==> src/rtl/pswallow_pkg.sv <==
package pswallow_pkg;

    localparam int A_W        = 6;
    localparam int B_W        = 13;
    localparam int MODE_W     = 2;
    localparam int P_MIN_LOG2 = 3;
    localparam int B_MIN      = 3;
    localparam int P_MAX      = 1 << (P_MIN_LOG2 + (1 << MODE_W) - 1);
    localparam int PC_W       = $clog2(P_MAX + 2);

    typedef enum logic [MODE_W-1:0] {
        PS_8_9   = 2'd0,
        PS_16_17 = 2'd1,
        PS_32_33 = 2'd2,
        PS_64_65 = 2'd3
    } ps_mode_e;

    typedef struct packed {
        ps_mode_e       mode;
        logic [A_W-1:0] a;
        logic [B_W-1:0] b;
    } div_cfg_t;

    // Base modulus P for a mode code: doubles with each code step.
    function automatic logic [PC_W-1:0] base_modulus(ps_mode_e m);
        logic [PC_W-1:0] one;
        one = {{(PC_W-1){1'b0}}, 1'b1};
        return one << (P_MIN_LOG2 + int'(m));
    endfunction

    // Legal when B reaches its minimum and B is not below A.
    function automatic logic cfg_legal(logic [A_W-1:0] a, logic [B_W-1:0] b);
        return (b >= B_W'(B_MIN)) && (b >= {{(B_W-A_W){1'b0}}, a});
    endfunction

endpackage

==> src/rtl/pswallow_cfg.sv <==
module pswallow_cfg
    import pswallow_pkg::*;
#(
    parameter div_cfg_t DEF_CFG = '{mode: PS_8_9, a: '0, b: B_W'(B_MIN)}
) (
    input  logic     clk,
    input  logic     rst,
    input  logic     load,
    input  div_cfg_t req,
    input  logic     period_end,
    output div_cfg_t active,
    output logic [A_W-1:0] next_a,
    output logic     cfg_err
);

    div_cfg_t pend;
    logic     pend_vld;
    logic     req_ok;
    logic     apply;

    assign req_ok = cfg_legal(req.a, req.b);
    assign apply  = period_end && pend_vld;
    assign next_a = apply ? pend.a : active.a;

    always_ff @(posedge clk) begin
        if (rst) begin
            active   <= DEF_CFG;
            pend     <= DEF_CFG;
            pend_vld <= 1'b0;
            cfg_err  <= 1'b0;
        end else begin
            if (apply) begin
                active   <= pend;
                pend_vld <= 1'b0;
            end
            if (load) begin
                if (req_ok) begin
                    pend     <= req;
                    pend_vld <= 1'b1;
                    cfg_err  <= 1'b0;
                end else begin
                    cfg_err  <= 1'b1;
                end
            end
        end
    end

    // a rejected request raises the flag next cycle
    p_err_on_illegal_r5: assert property (@(posedge clk) disable iff (rst)
        (load && !cfg_legal(req.a, req.b)) |=> cfg_err);

    // a legal request clears the flag next cycle
    p_err_clear_r8: assert property (@(posedge clk) disable iff (rst)
        (load && cfg_legal(req.a, req.b)) |=> !cfg_err);

    // the active setting moves only on a period boundary
    p_hold_midperiod_r7: assert property (@(posedge clk) disable iff (rst)
        !period_end |=> $stable(active));

    // only legal settings ever become active
    p_active_legal_r6: assert property (@(posedge clk) disable iff (rst)
        cfg_legal(active.a, active.b));

endmodule

==> src/rtl/pswallow_prescaler.sv <==
module pswallow_prescaler
    import pswallow_pkg::*;
(
    input  logic     clk,
    input  logic     rst,
    input  ps_mode_e mode,
    input  logic     swallow,
    output logic     pre_tick
);

    logic [PC_W-1:0] pc;
    logic [PC_W-1:0] limit;

    // Divide by P, or by P+1 while swallowing
    assign limit    = base_modulus(mode) + {{(PC_W-1){1'b0}}, swallow}
                      - {{(PC_W-1){1'b0}}, 1'b1};
    assign pre_tick = (pc == limit);

    always_ff @(posedge clk) begin
        if (rst) begin
            pc <= '0;
        end else if (pre_tick) begin
            pc <= '0;
        end else begin
            pc <= pc + 1'b1;
        end
    end

    // count never exceeds the selected modulus
    p_pc_bound_r1: assert property (@(posedge clk) disable iff (rst)
        pc <= base_modulus(mode));

endmodule

==> src/rtl/pswallow_counters.sv <==
module pswallow_counters
    import pswallow_pkg::*;
#(
    parameter int DEF_A = 0
) (
    input  logic           clk,
    input  logic           rst,
    input  logic           pre_tick,
    input  logic [A_W-1:0] cur_a,
    input  logic [B_W-1:0] cur_b,
    input  logic [A_W-1:0] next_a,
    output logic           swallow,
    output logic           period_end
);

    logic [B_W-1:0] b_cnt;
    logic [A_W-1:0] a_rem;

    assign swallow    = (a_rem != '0);
    assign period_end = pre_tick && (b_cnt == cur_b - B_W'(1));

    always_ff @(posedge clk) begin
        if (rst) begin
            b_cnt <= '0;
            a_rem <= A_W'(DEF_A);
        end else if (period_end) begin
            b_cnt <= '0;
            a_rem <= next_a;
        end else if (pre_tick) begin
            b_cnt <= b_cnt + 1'b1;
            if (a_rem != '0) a_rem <= a_rem - 1'b1;
        end
    end

    // main count stays below B
    p_bcnt_bound_r2: assert property (@(posedge clk) disable iff (rst)
        b_cnt < cur_b);

    // swallow budget never exceeds A
    p_arem_bound_r2: assert property (@(posedge clk) disable iff (rst)
        a_rem <= cur_a);

    // all swallowing is finished by the last prescaler period
    p_swallow_done_r2: assert property (@(posedge clk) disable iff (rst)
        period_end |-> (a_rem <= A_W'(1)));

endmodule

==> src/rtl/pswallow_divider.sv <==
module pswallow_divider
    import pswallow_pkg::*;
#(
    parameter int DEF_MODE = 0,
    parameter int DEF_A    = 0,
    parameter int DEF_B    = 3
) (
    input  logic              clk,
    input  logic              rst,
    input  logic [MODE_W-1:0] mode_sel,
    input  logic [A_W-1:0]    a_val,
    input  logic [B_W-1:0]    b_val,
    input  logic              load,
    output logic              div_pulse,
    output logic              cfg_err
);

    localparam div_cfg_t DEF_CFG = '{mode: ps_mode_e'(DEF_MODE),
                                     a:    A_W'(DEF_A),
                                     b:    B_W'(DEF_B)};

    div_cfg_t       req;
    div_cfg_t       active;
    logic [A_W-1:0] next_a;
    logic           swallow;
    logic           pre_tick;
    logic           period_end;

    assign req = '{mode: ps_mode_e'(mode_sel), a: a_val, b: b_val};

    pswallow_cfg #(.DEF_CFG(DEF_CFG)) u_cfg (
        .clk        (clk),
        .rst        (rst),
        .load       (load),
        .req        (req),
        .period_end (period_end),
        .active     (active),
        .next_a     (next_a),
        .cfg_err    (cfg_err)
    );

    pswallow_prescaler u_pre (
        .clk      (clk),
        .rst      (rst),
        .mode     (active.mode),
        .swallow  (swallow),
        .pre_tick (pre_tick)
    );

    pswallow_counters #(.DEF_A(DEF_A)) u_cnt (
        .clk        (clk),
        .rst        (rst),
        .pre_tick   (pre_tick),
        .cur_a      (active.a),
        .cur_b      (active.b),
        .next_a     (next_a),
        .swallow    (swallow),
        .period_end (period_end)
    );

    assign div_pulse = period_end;

    // the output pulse is a single cycle wide
    p_pulse_narrow_r3: assert property (@(posedge clk) disable iff (rst)
        div_pulse |=> !div_pulse);

endmodule

==> config.mk <==
export PLATFORM = sky130hd
export DESIGN_NAME = pswallow_divider
export DESIGN_NICKNAME = d
export VERILOG_FILES = /design/src/rtl/pswallow_pkg.sv /design/src/rtl/pswallow_cfg.sv /design/src/rtl/pswallow_prescaler.sv /design/src/rtl/pswallow_counters.sv /design/src/rtl/pswallow_divider.sv
export SDC_FILE = /design/constraint.sdc
export NUM_CORES = 1
export LEC_CHECK = 0
export BUFFER_PORTS_ARGS = -buffer_cell sky130_fd_sc_hd__buf_2
export CORE_UTILIZATION = 50
export DETAILED_ROUTE_END_ITERATION = 16
export MAX_ROUTING_LAYER = met4
export PLACE_DENSITY = 0.7
export SLEW_MARGIN = 30
export SYNTH_ARGS = -nofsm -noshare
export SYNTH_HDL_FRONTEND = slang
export SYNTH_SLANG_ARGS = --single-unit
==> constraint.sdc <==
create_clock -name clk -period 10.16 [get_ports clk]
set_input_delay 2.032 -clock clk [delete_from_list [all_inputs] [get_ports clk]]
set_output_delay 2.032 -clock clk [all_outputs]
set_load 0.05 [all_outputs]
# Word level (Yosys, flattened, before mapping)
# Index checks and enable logic that the tools add are counted.
# W data, S select, Z words.
# op_classes
addsub	7
multipliers	0
n_div	0
order_cmp	2
eq_ne	2
shifts	1
mux	8
bitwise_logic	0
reduce_logical	10
# op_table
cell	count
$shl A1 B32 Y7 const A	1
$mux W6	4
$add A13 B1 Y13 const B	1
$eq A13 B13 Y1	1
$ge A13 B2 Y1 const B	1
$ge A13 B6 Y1	1
$sub A13 B1 Y13 const B	1
$add A7 B1 Y7	1
$add A7 B1 Y7 const B	1
$eq A7 B7 Y1	1
$sub A7 B1 Y7 const B	1
$reduce_bool A6 Y1	1
$sub A6 B1 Y6 const B	1
$mux W1	4
$reduce_and A2 Y1	2
$reduce_bool A2 Y1	2
$reduce_or A2 Y1	2
$add A2 B2 Y3 const A	1
$logic_and A1 B1 Y1	3
# totals
register_bits	70
latchBits	0
mem_bits_rw	0
mem_bits_ro	0
inputBits	24
out_inout_bits	2
wordCells	41
memories	0

# Depth between registers and ports, before layout
# logic_depth
ltp_word	10
depth_mapped	17

# By module
# From an unflattened synthesis, not the netlist that was laid out.
# hier_totals
hier_cells	450
hier_area_um2	3768.6
# by_module_without_submodules
module	instances	cells_per_inst	area_each_um2	seq_area_each_um2
pswallow_cfg	1	217	1868.0	880.8
pswallow_counters	1	176	1392.6	380.4
pswallow_prescaler	1	57	508.0	140.1

# Worst setup path after synthesis
# OpenSTA, ideal clock, no wires.
# synth_path
path_kind	reg2out
from	register u_cnt.a_rem[0]
to	output div_pulse
t_arrival_ns	5.248
required_time_ns	8.128
setup_slack_ns	2.880
stages_incl_launch_ff	15
path_cell_list	dfxtp_1 -> inv_1 -> ha_1 -> nand3_1 -> nor3_1 -> ha_1 -> ha_1 -> xor2_1 -> nand3_1 -> a221oi_1 -> o221a_2 -> buf_4 -> inv_1 -> or4_1 -> a2111oi_0
# synth_via
elab_chain_len	5
# synth_rtl
element	line_no	text
start: declaration	pswallow_counters.sv:17	logic [A_W-1:0] a_rem;
start signal: assignment	pswallow_counters.sv:25	a_rem <= A_W'(DEF_A);
start signal: assignment	pswallow_counters.sv:28	a_rem <= next_a;
start signal: assignment	pswallow_counters.sv:31	if (a_rem != '0) a_rem <= a_rem - 1'b1;
$reduce_bool A6 Y1	pswallow_counters.sv:19	assign swallow = (a_rem != '0);
$add A7 B1 Y7	pswallow_prescaler.sv:15	assign limit = base_modulus(mode) + {{(PC_W-1){1'b0}}, swallow}
$sub A7 B1 Y7	pswallow_prescaler.sv:16	- {{(PC_W-1){1'b0}}, 1'b1};
$eq A7 B7 Y1	pswallow_prescaler.sv:17	assign pre_tick = (pc == limit);
$logic_and A1 B1 Y1	pswallow_counters.sv:20	assign period_end = pre_tick && (b_cnt == cur_b - B_W'(1));
end: declaration	pswallow_divider.sv:14	output logic div_pulse,
# Every way passes these cells.

# Final worst setup path
# Same ends and word-level chain as after synthesis.

==> impl_metrics.py <==
metrics = {
    "clocking": {
        "post-cts-setup-buffers": 0,
        "clock_latency_ns": 0.35,
        "cts_max_level": 3,
        "cts_tree": "done",
        "numCtsBuffers": 9,
        "cts.sinks": 70,
        "root_buffer": "clkbuf_8",
        "cts_hold_buf": 0,
        "ctsResizeCount": 0,
        "clkTransAtPathRegs_ns": 0.08,
        "cts-root-to-sink-buffers": 2,
    },
    "grt": {
        "grt_max_degree": 51,
        "grt_pass1_vias": 2889,
        "gr-total-overflow": 0,
        "track_usage_pct": 20.8,
        "antenna_found_initial": 0,
        "grt_most_used_layer": "met2",
        "gr-usage-met3_pct": 4.48,
        "grt_pass1_wl_mm": 13.3,
        "use_met2_pct": 31.0,
        "use_met1_pct": 27.2,
    },
    "detailed_routing": {
        "dr.first_iter.drc_count": 137,
        "vias": 3165,
        "wire_per_inst_um": 13.8,
        "vias_per_cell": 5.57,
        "drtPass1Iterations": 4,
        "routed_wl_mm": 7.85,
        "ant_nets": 0,
        "drc": 0,
    },
    "sta": {
        "setup_tns_ns": 0,
        "timing.final.ws_setup_ns": 3.53,
        "setup_viol": 0,
        "rsz0062_at_grt": "no",
        "maxSlewViolCount": 0,
        "slew_headroom_pct": 40.6,
        "tightest_slew_ns": 0.891,
        "clock_skew_ns": 0.0114,
        "finalCritPeriodShare_pct": 65.3,
        "finalHoldViolations": 0,
        "max_freq_mhz": 151,
        "layout_min_cycle_time_ns": 6.63,
        "holdWs_ns": 0.461,
    },
    "pwr": {
        "swShare_pct": 25.0,
        "switching_power_uw": 149,
        "power_uw": 597,
        "seqPwrFrac_pct": 48.8,
        "intPower_uw": 447,
        "p_leak_nw": 1.89,
        "vdd_drop_max_mv": 0.121,
        "combPwrFrac_pct": 8.8,
        "clockPowerShare_pct": 42.4,
        "power.density_mw_per_mm2": 141,
    },
    "layout": {
        "drive_above_1_share_pct": 11.1,
        "fillers": 678,
        "diodes": 0,
        "multiInputGateArea_sq_mm": 0.00226,
        "seqCellArea_sq_mm": 0.00140,
        "syn_to_final_growth_pct": 9.24,
        "fin_nets": 500,
    },
    "synth": {
        "avgSynthCellArea_sq_um": 8.62,
        "synth_flop_cell": "dfxtp_1",
        "synth_common_cells": "dfxtp_1 (70), nor2_1 (70), mux2i_1 (45)",
        "yosys_warnings": 0,
        "ys_seq_area_share_pct": 36.2,
        "synth_area_sq_mm": 0.00387,
        "yosysTopAreaCell": "dfxtp_1",
        "yosysUniqueCellTypes": 59,
        "netlist_top_cells_area": "dfxtp_1 (36%), mux2i_1 (12%), nor2_1 (6.8%), ha_1 (3.9%), xnor2_1 (3.6%)",
        "synth_edf_count": 0,
        "ys_async_sr_fraction_pct": 0,
        "synthCells": 449,
        "synth.top_cell.area_share_pct": 36.2,
        "synth_seq_cells": 70,
    },
    "floorplanning": {
        "dieWidth_um": 90.0,
        "die-height_um": 90.0,
        "start_util_pct": 52.5,
        "rows": 31,
        "ioPinCount": 26,
        "die_area_sq_mm": 0.00810,
        "core_area_sq_mm": 0.00737,
    },
    "critical_path": {
        "worstPathRequired_ns": 8.13,
        "worst_ep_arrival_time_ns": 4.60,
        "cp_max_fo": 19,
        "crit_chain": "inv_1 -> ha_1 -> nand3_1 -> nor3_1 -> ha_1 -> ha_1 -> xor2_1 -> nand3_1 -> a221oi_1 -> o221a_2 -> inv_1 -> or4_1 -> a2111oi_0 -> buf_2",
        "cp.buffers_inverters": 3,
        "cp-start-kind": "flip-flop",
        "end_kind": "output port",
        "critPathMaxStageDelay_ns": 0.57,
        "crit_slowest_cell": "or4_1",
        "criticalPathCategory": "flip-flop to output port",
        "crit_family": "simple AND/OR/NAND/NOR gates",
        "crit_top_cell": "ha_1",
    },
    "place": {
        "dp_slack_ns": 3.96,
        "numPortBuffers": 25,
        "place_hpwl_mm": 5.62,
        "place.gp.congestion": 0.865,
    },
    "status": {
        "status": "finished, final reports clean",
    },
    "worst_hold_path": {
        "worst_hold_path_type": "flip-flop to flip-flop",
    },
    "job": {
        "drv_cap": 0,
    },
}
## path summary, 6_finish.rpt
kind / start / to / slack (ns) / cells after the start
worst max-delay path: u_cnt.a_rem[0]$_SDFFE_PP0P_ / div_pulse / 3.53 / 14
worst min-delay path: u_cfg.pend[8]$_SDFFE_PP0P_ / u_cfg.pend[8]$_SDFFE_PP0P_ / 0.46 / 2
worst max register to register: u_cnt.a_rem[0]$_SDFFE_PP0P_ / u_cfg.active[0]$_SDFFE_PP1N_ / 5.73 / 13
worst min register to register: u_cfg.pend[8]$_SDFFE_PP0P_ / u_cfg.pend[8]$_SDFFE_PP0P_ / 0.46 / 2
## cell families (layout without fill, tap and decap cells)
| family | count (synthesis) | after routing | synth area share [%] |
|---|---|---|---|
| and+or+nand+nor | 177 | 177 | 23.9 |
| DFF | 70 | 70 | 36.2 |
| AOI/OAI and AO/OA | 69 | 69 | 12.2 |
| other | 1 | 2 | 0.0969 |
| adders and majority gates | 12 | 12 | 3.88 |
| buffers and inverters | 46 | 65 | 5.53 |
| muxes | 45 | 45 | 11.6 |
| xor gates and xnor gates | 29 | 29 | 6.56 |
## worst min-delay path, delay by kind of cell, from the launching register on
kind / cells / cell delay (ns)
compound gates: 1 / 0.05
simple gates: 1 / 0.05
flops: 1 / 0.31
## sequential cells by signal, summed over array words and instances, names as in the netlist
| signal | count |
|---|---|
| u_cfg.pend_vld | 1 |
| u_cnt.a_rem | 6 |
| u_cfg.cfg_err | 1 |
| u_pre.pc | 7 |
| u_cfg.pend | 21 |
| u_cnt.b_cnt | 13 |
| u_cfg.active | 21 |
## final cells by class
class	instances	area share, %
Clock buffer	10	3.02
Clock inverter	6	2.22
Inverter	23	2.04
Multi-Input combinational cell	334	53.5
Sequential cell	70	33.1
Tap cell	99	2.93
Timing Repair Buffer	26	3.14
## routing by layer
layer  share of wire [%]  routed length, um
met1                  51               3980
met4                 2.0                160
met3                 3.9                303
met2                  43               3410
met5                   0                  0
## cell usage in the layout, fill, tap and decap left out, types with 3 or more instances in the layout
cell | netlist | layout
ha_1 | 12 | 12
xor2_1 | 13 | 13
or3_1 | 8 | 8
xnor2_1 | 16 | 16
buf_2 | 3 | 25
nand3_1 | 11 | 11
a2111oi_0 | 3 | 3
nand2b_1 | 6 | 6
a211o_1 | 7 | 7
a21oi_1 | 18 | 17
o211ai_1 | 3 | 3
nor3_1 | 11 | 11
dfxtp_1 | 70 | 70
clkbuf_8 | 0 | 9
a21o_1 | 9 | 9
a31oi_1 | 10 | 10
nand4_1 | 8 | 8
inv_1 | 23 | 23
nand2_1 | 25 | 25
nor2b_1 | 4 | 4
nor4_1 | 6 | 6
and3_1 | 4 | 4
nor2_1 | 70 | 70
mux2i_1 | 45 | 45
o21ai_0 | 6 | 6
## per-stage QoR
stage	utilization [%]	cells	instance area [sq um]
final	57.4	568	4230
after global routing	57.4	568	4230
after CTS	57.4	568	4230
after detailed placement	54.4	552	4010
after global placement	54.4	552	4010
after floorplan	-	450	3870
## power by group through the flow
stage	Clock (mW)	Sequential [mW]	Combinational, mW
final	0.253	0.292	0.0524
after global routing	0.268	0.293	0.0591
after CTS	0.258	0.291	0.0526
after detailed placement	0	0.298	0.0524
after global placement	0	0.298	0.0506
after floorplan	0	0.295	0.0408
No activity file was read; power rests on OpenSTA's default activity.
